[src/rtl/stk_add_pkg.sv]
// Shared constants and the micro-operation encoding for the stack add sequencer.
package stk_add_pkg;
    localparam logic [7:0] OP_IADD    = 8'h60;
    localparam int         SEQ_CYCLES = 10;

    typedef enum logic [3:0] {
        UOP_IDLE,
        UOP_ADDR_A,
        UOP_READ_A,
        UOP_MOVE_A,
        UOP_ADDR_B,
        UOP_READ_B,
        UOP_MOVE_B,
        UOP_DUAL_LD,
        UOP_ADD,
        UOP_LOAD_OUT,
        UOP_WRITE
    } uop_e;
endpackage

[src/rtl/stk_mem.sv]
// Stack storage: DEPTH+1 words, one synchronous write port and two
// combinational read ports. Index 0 exists but is never a live entry.
// Assumes addresses beyond the last entry read as zero and never write.
module stk_mem #(
    parameter int DATA_W = 32,
    parameter int DEPTH  = 16,
    parameter int AW     = $clog2(DEPTH + 1)
) (
    input  logic              clk,
    input  logic              rst_n,
    input  logic              we,
    input  logic [AW-1:0]     waddr,
    input  logic [DATA_W-1:0] wdata,
    input  logic [AW-1:0]     raddr_a,
    output logic [DATA_W-1:0] rdata_a,
    input  logic [AW-1:0]     raddr_b,
    output logic [DATA_W-1:0] rdata_b
);
    localparam int ENTRIES = DEPTH + 1;

    logic [DATA_W-1:0] mem [ENTRIES];

    // Clear on reset, otherwise write the addressed entry.
    always_ff @(posedge clk) begin
        if (!rst_n) begin
            for (int e = 0; e < ENTRIES; e++) mem[e] <= '0;
        end else if (we && (int'(waddr) < ENTRIES)) begin
            mem[waddr] <= wdata;
        end
    end

    // Datapath read port.
    always_comb rdata_a = (int'(raddr_a) < ENTRIES) ? mem[raddr_a] : '0;

    // Test read port.
    always_comb rdata_b = (int'(raddr_b) < ENTRIES) ? mem[raddr_b] : '0;
endmodule

[src/rtl/stk_ptr.sv]
// Stack pointer with a plus/minus one adjuster. Holds the live entry count.
// Assumes inc and dec are never requested together by the controller;
// if they are, the pointer holds.
module stk_ptr #(
    parameter int DEPTH = 16,
    parameter int AW    = $clog2(DEPTH + 1)
) (
    input  logic          clk,
    input  logic          rst_n,
    input  logic          inc,
    input  logic          dec,
    output logic [AW-1:0] sp,
    output logic [AW-1:0] sp_next_up,
    output logic          has_two,
    output logic          full
);
    logic [AW-1:0] sp_q;

    // Apply one step per cycle at most.
    always_ff @(posedge clk) begin
        if (!rst_n)          sp_q <= '0;
        else if (inc && !dec) sp_q <= sp_q + AW'(1);
        else if (dec && !inc) sp_q <= sp_q - AW'(1);
    end

    // Derived views of the pointer for the controller and write address.
    always_comb begin
        sp         = sp_q;
        sp_next_up = sp_q + AW'(1);
        has_two    = (int'(sp_q) >= 2);
        full       = (int'(sp_q) == DEPTH);
    end
endmodule

[src/rtl/stk_add_dp.sv]
// Add datapath: address, data-in, operand, ALU and data-out registers,
// each with a valid flag. Reports whether the guard of the micro-operation
// presented on uop holds, and performs it when fire is high.
// Assumes the controller only raises fire when guard_ok is high.
module stk_add_dp
    import stk_add_pkg::*;
#(
    parameter int DATA_W = 32,
    parameter int AW     = 5
) (
    input  logic              clk,
    input  logic              rst_n,
    input  uop_e              uop,
    input  logic              fire,
    input  logic [AW-1:0]     sp,
    input  logic [DATA_W-1:0] rdata,
    output logic [AW-1:0]     addr,
    output logic [DATA_W-1:0] dout,
    output logic              guard_ok
);
    logic [AW-1:0]     addr_q;
    logic [DATA_W-1:0] din_q, rega_q, regb_q, alu_a_q, alu_b_q, alu_out_q, dout_q;
    logic              din_v, rega_v, regb_v, alu_in_v, alu_out_v, dout_v;

    // Guard of each micro-operation, taken from the valid flags only.
    always_comb begin
        unique case (uop)
            UOP_ADDR_A, UOP_ADDR_B, UOP_READ_A, UOP_READ_B: guard_ok = !din_v;
            UOP_MOVE_A:   guard_ok = din_v && !rega_v;
            UOP_MOVE_B:   guard_ok = din_v && !regb_v;
            UOP_DUAL_LD:  guard_ok = rega_v && regb_v && !alu_in_v;
            UOP_ADD:      guard_ok = alu_in_v && !alu_out_v;
            UOP_LOAD_OUT: guard_ok = alu_out_v && !dout_v;
            UOP_WRITE:    guard_ok = dout_v;
            default:      guard_ok = 1'b0;
        endcase
    end

    // Datapath registers: each micro-operation touches its own slice.
    always_ff @(posedge clk) begin
        if (!rst_n) begin
            addr_q    <= '0;
            din_q     <= '0;
            rega_q    <= '0;
            regb_q    <= '0;
            alu_a_q   <= '0;
            alu_b_q   <= '0;
            alu_out_q <= '0;
            dout_q    <= '0;
        end else if (fire) begin
            unique case (uop)
                UOP_ADDR_A, UOP_ADDR_B: addr_q <= sp;
                UOP_READ_A, UOP_READ_B: din_q  <= rdata;
                UOP_MOVE_A:   rega_q <= din_q;
                UOP_MOVE_B:   regb_q <= din_q;
                UOP_DUAL_LD: begin
                    alu_a_q <= rega_q;
                    alu_b_q <= regb_q;
                end
                UOP_ADD:      alu_out_q <= alu_a_q + alu_b_q;
                UOP_LOAD_OUT: dout_q    <= alu_out_q;
                default: ;
            endcase
        end
    end

    // Valid flags: set by the producing step, cleared by the consumer or write.
    always_ff @(posedge clk) begin
        if (!rst_n) begin
            din_v     <= 1'b0;
            rega_v    <= 1'b0;
            regb_v    <= 1'b0;
            alu_in_v  <= 1'b0;
            alu_out_v <= 1'b0;
            dout_v    <= 1'b0;
        end else if (fire) begin
            unique case (uop)
                UOP_READ_A, UOP_READ_B: din_v <= 1'b1;
                UOP_MOVE_A: begin
                    rega_v <= 1'b1;
                    din_v  <= 1'b0;
                end
                UOP_MOVE_B: begin
                    regb_v <= 1'b1;
                    din_v  <= 1'b0;
                end
                UOP_DUAL_LD:  alu_in_v  <= 1'b1;
                UOP_ADD:      alu_out_v <= 1'b1;
                UOP_LOAD_OUT: dout_v    <= 1'b1;
                UOP_WRITE: begin
                    dout_v    <= 1'b0;
                    rega_v    <= 1'b0;
                    regb_v    <= 1'b0;
                    alu_in_v  <= 1'b0;
                    alu_out_v <= 1'b0;
                end
                default: ;
            endcase
        end
    end

    // Outputs towards memory.
    always_comb begin
        addr = addr_q;
        dout = dout_q;
    end
endmodule

[src/rtl/stk_add_ctrl.sv]
// Micro-operation sequencer. Idle until an add start is accepted, then
// steps through the ten micro-operations, one per cycle while the guard
// reported by the datapath holds. Also arbitrates test pushes.
// Assumes has_two and full reflect the pointer in the current cycle.
module stk_add_ctrl
    import stk_add_pkg::*;
(
    input  logic       clk,
    input  logic       rst_n,
    input  logic       start_i,
    input  logic [7:0] opcode_i,
    input  logic       push_i,
    input  logic       has_two,
    input  logic       full,
    input  logic       guard_ok,
    output uop_e       uop,
    output logic       fire,
    output logic       push_acc,
    output logic       busy,
    output logic       done,
    output logic       underflow
);
    uop_e state_q, state_d;
    logic add_req, done_q, uflow_q;

    // Request decode and step enable.
    always_comb begin
        add_req  = (state_q == UOP_IDLE) && start_i && (opcode_i == OP_IADD);
        fire     = (state_q != UOP_IDLE) && guard_ok;
        push_acc = (state_q == UOP_IDLE) && push_i && !start_i && !full;
    end

    // Next micro-operation.
    always_comb begin
        state_d = state_q;
        if (state_q == UOP_IDLE) begin
            if (add_req && has_two) state_d = UOP_ADDR_A;
        end else if (fire) begin
            unique case (state_q)
                UOP_ADDR_A:   state_d = UOP_READ_A;
                UOP_READ_A:   state_d = UOP_MOVE_A;
                UOP_MOVE_A:   state_d = UOP_ADDR_B;
                UOP_ADDR_B:   state_d = UOP_READ_B;
                UOP_READ_B:   state_d = UOP_MOVE_B;
                UOP_MOVE_B:   state_d = UOP_DUAL_LD;
                UOP_DUAL_LD:  state_d = UOP_ADD;
                UOP_ADD:      state_d = UOP_LOAD_OUT;
                UOP_LOAD_OUT: state_d = UOP_WRITE;
                default:      state_d = UOP_IDLE;
            endcase
        end
    end

    // State and pulse registers.
    always_ff @(posedge clk) begin
        if (!rst_n) begin
            state_q <= UOP_IDLE;
            done_q  <= 1'b0;
            uflow_q <= 1'b0;
        end else begin
            state_q <= state_d;
            done_q  <= fire && (state_q == UOP_WRITE);
            uflow_q <= add_req && !has_two;
        end
    end

    // Status outputs.
    always_comb begin
        uop       = state_q;
        busy      = (state_q != UOP_IDLE);
        done      = done_q;
        underflow = uflow_q;
    end
endmodule

[src/rtl/stk_add_seq.sv]
// Top level: stack memory, pointer, add datapath and sequencer.
// Assumes DEPTH >= 2 and DATA_W >= 1.
module stk_add_seq
    import stk_add_pkg::*;
#(
    parameter int DATA_W = 32,
    parameter int DEPTH  = 16,
    localparam int AW    = $clog2(DEPTH + 1)
) (
    input  logic              clk,
    input  logic              rst_n,
    input  logic              start_i,
    input  logic [7:0]        opcode_i,
    input  logic              push_i,
    input  logic [DATA_W-1:0] push_data_i,
    input  logic [AW-1:0]     peek_idx_i,
    output logic [DATA_W-1:0] peek_data_o,
    output logic              busy_o,
    output logic              done_o,
    output logic              underflow_o,
    output logic [AW-1:0]     sp_o
);
    uop_e              uop;
    logic              fire, push_acc, guard_ok, has_two, full;
    logic              sp_inc, sp_dec, mem_we;
    logic [AW-1:0]     sp, sp_up, dp_addr, mem_waddr;
    logic [DATA_W-1:0] dp_dout, mem_wdata, mem_rdata;

    // Pointer steps and memory write selection.
    always_comb begin
        sp_dec    = fire && ((uop == UOP_ADDR_A) || (uop == UOP_ADDR_B));
        sp_inc    = push_acc || (fire && (uop == UOP_LOAD_OUT));
        mem_we    = push_acc || (fire && (uop == UOP_WRITE));
        mem_waddr = push_acc ? sp_up : sp;
        mem_wdata = push_acc ? push_data_i : dp_dout;
    end

    stk_ptr #(.DEPTH(DEPTH), .AW(AW)) u_ptr (
        .clk        (clk),
        .rst_n      (rst_n),
        .inc        (sp_inc),
        .dec        (sp_dec),
        .sp         (sp),
        .sp_next_up (sp_up),
        .has_two    (has_two),
        .full       (full)
    );

    stk_mem #(.DATA_W(DATA_W), .DEPTH(DEPTH), .AW(AW)) u_mem (
        .clk     (clk),
        .rst_n   (rst_n),
        .we      (mem_we),
        .waddr   (mem_waddr),
        .wdata   (mem_wdata),
        .raddr_a (dp_addr),
        .rdata_a (mem_rdata),
        .raddr_b (peek_idx_i),
        .rdata_b (peek_data_o)
    );

    stk_add_dp #(.DATA_W(DATA_W), .AW(AW)) u_dp (
        .clk      (clk),
        .rst_n    (rst_n),
        .uop      (uop),
        .fire     (fire),
        .sp       (sp),
        .rdata    (mem_rdata),
        .addr     (dp_addr),
        .dout     (dp_dout),
        .guard_ok (guard_ok)
    );

    stk_add_ctrl u_ctrl (
        .clk       (clk),
        .rst_n     (rst_n),
        .start_i   (start_i),
        .opcode_i  (opcode_i),
        .push_i    (push_i),
        .has_two   (has_two),
        .full      (full),
        .guard_ok  (guard_ok),
        .uop       (uop),
        .fire      (fire),
        .push_acc  (push_acc),
        .busy      (busy_o),
        .done      (done_o),
        .underflow (underflow_o)
    );

    // Pointer to the port.
    always_comb sp_o = sp;
endmodule

[config.mk]
export PLATFORM = sky130hd
export DESIGN_NAME = stk_add_seq
export DESIGN_NICKNAME = d
export VERILOG_FILES = /design/src/rtl/stk_add_pkg.sv /design/src/rtl/stk_mem.sv /design/src/rtl/stk_ptr.sv /design/src/rtl/stk_add_dp.sv /design/src/rtl/stk_add_ctrl.sv /design/src/rtl/stk_add_seq.sv
export SDC_FILE = /design/constraint.sdc
export NUM_CORES = 2
export LEC_CHECK = 0
export BUFFER_PORTS_ARGS = -buffer_cell sky130_fd_sc_hd__buf_4
export CAP_MARGIN = 20
export CELL_PAD_IN_SITES_DETAIL_PLACEMENT = 1
export CELL_PAD_IN_SITES_GLOBAL_PLACEMENT = 2
export CORE_ASPECT_RATIO = 1.75
export CORE_MARGIN = 8
export CORE_UTILIZATION = 25
export CTS_BUF_LIST = sky130_fd_sc_hd__clkbuf_8
export DETAILED_ROUTE_END_ITERATION = 10
export GPL_TIMING_DRIVEN = 0
export HOLD_SLACK_MARGIN = 0.15
export PLACE_DENSITY_LB_ADDON = 0.1
export RECOVER_POWER = 25
export SLEW_MARGIN = 0
export SYNTH_ARGS = -nofsm -noshare
export SYNTH_HDL_FRONTEND = slang
export SYNTH_HIERARCHICAL = 1
export SYNTH_SLANG_ARGS = --single-unit
[constraint.sdc]
create_clock -name clk -period 5.7 [get_ports clk]
set_input_delay 0.285 -clock clk [delete_from_list [all_inputs] [get_ports clk]]
set_output_delay 0.285 -clock clk [all_outputs]
set_load 0.02 [all_outputs]
## Yosys cells after proc, flatten, opt, wreduce, memory -nomap -nowiden

Memory sizes are Yosys's and may differ from the RTL's. A register that Yosys moved wholly into a read port is not among the register bits.
Cells that the tools add are included.

| cells by class | value |
|---|---|
| add/sub/neg operators | 3 |
| $lt $le $gt $ge | 4 |
| eq/ne operators | 13 |
| multiplexer cells | 27 |
| reduce and logical (&&, ||, !) cells | 63 |

Operator list:

| kind | count |
|---|---|
| 2-to-1 mux 32 bit | 4 |
| adder 32 bit | 1 |
| OR reduction 32 bit | 1 |
| 2-to-1 mux 5 bit | 6 |
| AND reduction 2 bit | 14 |
| logical AND 1 bit | 20 |
| 2-to-1 mux 4 bit | 5 |
| == test 4 x 3 -> 1 bit (second input constant) | 4 |
| nonzero test 2 bit | 8 |
| < comparator 5 bit (second input constant) | 3 |
| == test 4 bit (second input constant) | 3 |
| one-hot mux 1 bit (2 select lines) | 6 |
| logical NOT 1 bit | 11 |
| == test 4 x 2 -> 1 bit (second input constant) | 2 |
| == test 8 x 7 -> 1 bit (second input constant) | 1 |
| one-hot mux 1 bit (7 select lines) | 1 |
| OR reduction 2 bit | 3 |
| adder 5 x 1 -> 5 bit (second input constant) | 1 |
| == test 5 bit (second input constant) | 1 |
| greater-or-equal comparator 5 x 2 -> 1 bit (second input constant) | 1 |
| 2-to-1 mux 1 bit | 5 |
| subtractor 5 x 1 -> 5 bit (second input constant) | 1 |
| == test 4 x 1 -> 1 bit (second input constant) | 1 |
| logical NOT 4 bit | 1 |
| other kinds (4) | 6 |

| storage, ports and cells | value |
|---|---|
| bits in registers | 246 |
| memory bits (writable) | 544 |
| bits in read-only memories | 64 |
| bits of input ports | 49 |
| output and inout bits | 40 |
| logic and storage cells | 130 |
| memories | 2 |

Memories:

| memory | words | bits a word | rd ports | clocked after memory_dff | write ports | line | source |
|---|---|---|---|---|---|---|---|
| u_mem.mem | 17 | 32 | 2 | 1 | 17 | stk_mem.sv:21 | `logic [DATA_W-1:0] mem [ENTRIES];` |
| (name not given) | 16 | 4 | 1 | 1 | 0 | stk_add_ctrl.sv:39 | `unique case (state_q)` |

## Depth between registers and ports, before layout

| depth | value |
|---|---|
| word-level depth | 12 |
| mapped depth | 16 |
| mapped depth without buffers | 13 |

## Hierarchy

Netlist, hierarchy kept.

By module, submodules not included:

| module | times used | cells each | area an instance (um2) | seq. area each (um2) |
|---|---|---|---|---|
| stk_mem | 1 | 2059 | 29260.6 | 16335.7 |
| stk_add_dp | 1 | 1269 | 9870.7 | 4704.5 |
| stk_add_ctrl | 1 | 62 | 563.0 | 200.2 |
| stk_add_seq | 1 | 47 | 535.5 | 0.0 |
| stk_ptr | 1 | 45 | 381.6 | 100.1 |

## Worst setup path before layout

OpenSTA, ideal clock, no wires.

| timing path | value |
|---|---|
| path kind | register -> register |
| start point | register u_ctrl.state_q[0], in the netlist u_ctrl/uop[0] |
| end point | memory u_mem.mem[0][0], enable pin |
| library setup time | 0.466 ns |
| arrival | 5.162 ns |
| required time | 5.234 ns |
| setup slack | 0.073 ns |
| cell stages (with the launch flop) | 14 |
| path buffers | 2 |
| clock period less this slack | 5.627 ns |
| cells stage by stage | dfxtp_1 -> clkbuf_1 -> or3_1 -> a21boi_0 -> o21ai_0 -> a21oi_1 -> o21ai_0 -> o41a_1 -> nand4b_1 -> o21bai_1 -> and2_1 -> nand4bb_1 -> clkbuf_1 -> o21ai_0 |

RTL lines:

| element | line | source |
|---|---|---|
| from (decl) | stk_add_ctrl.sv:23 | `uop_e state_q, state_d;` |
| from (signal assigned) | stk_add_ctrl.sv:61 | `state_q <= state_d;` |
| to (decl) | stk_mem.sv:21 |  |

## Worst setup path in the final report

| timing path | value |
|---|---|
| start point | input port peek_idx_i[0] |
| end point | output port peek_data_o[16] |

| on the way | value |
|---|---|
| cells in the longest elaborated chain, start to end | 2 |
| elaborated cells between the ends (all ways) | 3 |
| those cells by class | order compare (1); mux (1); memory (1) |

Ends and longest elaborated chain:

| element | line | source |
|---|---|---|
| from (decl) | stk_add_seq.sv:16 | `input logic [AW-1:0] peek_idx_i,` |
| memory (17 x 32 bit) / < comparator 5 bit (equally long branches) | -- |  |
| 2-to-1 mux 32 bit (*) | stk_mem.sv:36 | `always_comb rdata_b = (int'(raddr_b) < ENTRIES) ? mem[raddr_b] : '0;` |
| to (decl) | stk_add_seq.sv:17 | `output logic [DATA_W-1:0] peek_data_o,` |

Every way passes the cells marked *; elsewhere a longest branch is shown, timed or not.

==> impl_metrics.tcl <==
set metrics [dict create \
    outcome "finished with violations" \
    violations "max-capacitance violations, max-slew violations" \
    dr_total_vias 29300 \
    grt_max_degree 24 \
    yosys_warnings 6 \
    setup_ws_ns 0.240 \
    p_per_area_nw_per_um2 265 \
    utilization 0.296 \
    cp-end-kind "output port" \
    crit_fanout 10 \
    tightest_slew_ns 1.69 \
    drc_errors 0 \
    clkLatencyLatePin_ns 0.85 \
    htree_levels 4 \
    hold_start "opcode_i[1]" \
    cp.required_ns 5.41 \
    hold_viol 0 \
    seq_area_frac_synth 0.525 \
    fin_crit_sh 0.958 \
    cts_sinks 794 \
    ys_ff_latch 794 \
    fin_crit_ns 5.46 \
    cts_buffer_depth 4 \
    peakVddDrop_uv 151 \
    rsz0062_at_grt "no" \
    die_width_um 321 \
    dieArea_um2 176000 \
    worstHoldEndpoint "u_ctrl/underflow" \
    synth_edf_count 544 \
    grt_pass1_wl_um 250000 \
    cts_buffers 145 \
    syn_nets 3572 \
    async_flop_share 0 \
    fin_cells 6070 \
    rows 195 \
    r2r-end "u_mem/mem[2][16]" \
    place_congestion 0.815 \
    core_um2 161000 \
    power_leakage_nw 16.9 \
    synthCells 3482 \
    fin_worst_skew_ns 0.0520 \
    syn_avg_cell_area_um2 11.7 \
    synth_area_um2 40600 \
    fmax_mhz 183 \
    r2r-start "u_ctrl/uop[1]" \
    drv_slew 11 \
    antenna_found_initial 6 \
    vias_per_cell 4.83 \
    numPortBuffers 86 \
    drt-total-wl_um 183000 \
    post-place-ws_ns -0.645 \
    placedCellCount 5780 \
    drt_pre_antenna_iters 4 \
    setup_viol 0 \
    reg2reg_depth 16 \
    reg2reg_slack_ns 0.29 \
    start_kind "input port" \
    cap_viol_max_count 1 \
    nNetsFinal 3896 \
    grtUsageTotal 0.203 \
    ys_types 84 \
    clk_pin_slew_ns 0.06 \
    cts-root-buf "clkbuf_8" \
    postRouteAntennaNets 0 \
    relSlewSlack -0.128 \
    grt_remaining_overflow 0 \
    drive_above_1_share 0.210 \
    grt_pass1_vias 32100 \
    critPathArrivalTime_ns 5.18 \
    syn_to_final_growth_pct 17.7 \
    dpl.hpwl_um 140000 \
    ys_dominant_reg_cell "edfxtp_1" \
    boundaryPins 89 \
    fp.dieH_um 549 \
    routedWlPerCell_um 30.1 \
    drtIter0Drc 1344 \
    cts_tree "done" \
    start_util 0.252 \
    min_path_type "in2reg" \
    min_path_cells 4 \
    critical_path_class "in2out" \
]
sequential cells by signal, summed over array words and instances (netlist names), 4 cells and up, named ones only:
signal	flops
u_dp/dout	32
u_ctrl/uop	4
u_dp/alu_out_q	32
u_mem/mem	544
u_dp/addr	5
u_dp/regb_q	32
u_dp/rega_q	32
u_dp/alu_a_q	32
u_dp/din_q	32
u_ptr/sp	5
u_dp/alu_b_q	32
cell type report:
cell class / instances / area, um2
Sequential cell: 794 / 21300
Clock inverter: 82 / 364
Timing Repair Buffer: 177 / 1820
Fill cell: 17800 / 113000
Inverter: 17 / 63.8
Multi-Input combinational cell: 2383 / 18100
Buffer: 288 / 1250
Antenna cell: 6 / 15.0
Clock buffer: 156 / 2150
Tap cell: 2167 / 2710
worst max-delay path, stage by stage:
cell	delay (ns)
buf_6	0.09
clkbuf_1	1.08
clkbuf_1	0.95
nand2b_1	0.50
clkbuf_1	0.93
o22ai_1	0.21
nor3_1	0.46
a221o_1	0.34
clkbuf_1	0.27
per-layer routing:
| layer | global-route usage | vias up | routed length (um) |
|---|---|---|---|
| met1 | 0.212 | 15000 | 66600 |
| met4 | 0.0963 | 0 | 9760 |
| li1 | - | 13400 | - |
| met5 | 0 | - | 0 |
| met2 | 0.399 | 658 | 101000 |
| met3 | 0.0203 | 343 | 5140 |
metrics by stage:
stage | area (um2) | power (mW) | hold WS [ns] | setup TNS [ns]
detailed placement | 45000 | 7.71 | 0.445 | -181.82
global placement | 44000 | 7.66 | 0.440 | -3123.65
floorplan | 40600 | 7.08 | 0.425 | 0
CTS | 48000 | 13.0 | 0.240 | -0.0728
finish | 47800 | 12.7 | 0.339 | 0
global route | 47800 | 13.2 | 0.312 | 0
kinds of logic after synthesis:
logic type	synth area share
buf+inv	0.0327
mux	0.175
flops	0.525
fa+ha+maj	0.0128
compound gates	0.0888
xor+xnor	0.00647
simple gates	0.159
worst max-delay path by stage:
stage / from / to / depth (start not counted)
2_1_floorplan: u_ctrl/uop[0] / u_mem/mem[0][0] / 13
3_3_place_gp: u_ctrl/uop[1] / u_mem/mem[1][28] / 12
3_5_place_dp: u_ctrl/uop[1] / u_mem/mem[2][27] / 15
4_1_cts: u_ctrl/uop[1] / u_mem/mem[4][14] / 16
5_1_grt: u_ctrl/uop[1] / u_mem/mem[12][27] / 16
6_report: peek_idx_i[0] / peek_data_o[16] / 9
report_power, final:
part | internal [mW] | switching [mW] | leakage, nW | total [mW]
clock | 2.54 | 2.56 | 1.44 | 5.11
combinational | 0.437 | 0.754 | 7.84 | 1.19
sequential | 6.30 | 0.0900 | 7.63 | 6.39
total | 9.28 | 3.41 | 16.9 | 12.7
synth_stat cells, drive strengths merged, types with 3 or more instances:
| library cell | n | area (um2) |
|---|---|---|
| ha | 40 | 500 |
| or2 | 8 | 50.1 |
| xor2 | 17 | 149 |
| o21ai | 52 | 268 |
| xnor2 | 13 | 114 |
| mux2 | 359 | 4080 |
| a221o | 64 | 641 |
| mux4 | 128 | 2880 |
| buf | 73 | 455 |
| edfxtp | 544 | 16300 |
| nor4b | 7 | 73.8 |
| dfxtp | 250 | 5000 |
| a211oi | 4 | 30.0 |
| nand4b | 4 | 35.0 |
| and2 | 546 | 3420 |
| o21bai | 6 | 45.0 |
| a31oi | 6 | 52.6 |
| nand4 | 13 | 81.3 |
| a21oi | 254 | 1280 |
| nand2b | 20 | 125 |
| nor2 | 49 | 186 |
| o211ai | 4 | 30.0 |
| mux2i | 13 | 130 |
| nand3b | 4 | 30.0 |
| inv | 16 | 60.1 |
| nor3 | 74 | 375 |
| and3 | 3 | 18.8 |
| nand3 | 17 | 85.1 |
| nor2b | 12 | 75.1 |
| a21boi | 4 | 33.8 |
| nor4 | 3 | 25.0 |
| o21a | 8 | 60.1 |
| nand2 | 464 | 1740 |
| or3 | 7 | 43.8 |
| a21o | 16 | 120 |
| o22ai | 134 | 845 |
| clkbuf | 215 | 807 |
| nor3b | 4 | 35.0 |
cells in the final DEF, fill, tap and decap left out, types with 43 or more instances in the layout:
cell,Yosys,layout
buf_4,11,75
dfxtp_1,250,250
and2_1,546,537
clkbuf_8,0,156
nor2_1,48,43
edfxtp_1,544,544
a21oi_1,251,253
o22ai_1,133,133
nand2_1,463,463
nor3_1,73,73
clkbuf_1,215,249
mux2_1,41,45
mux4_2,128,128
inv_1,15,59
a221o_1,64,64
mux2_2,309,305
timing repair:
action | in CTS | in global routing
gates resized for setup | 26 | 3
hold endpoints to repair | 266 | 0
hold buffers | 40 | 0
buffers inserted | 6 | 0
pin swaps | 3 | 0
endpoints found under the setup margin | 598 | 112
No activity file was read; power rests on OpenSTA's default activity.
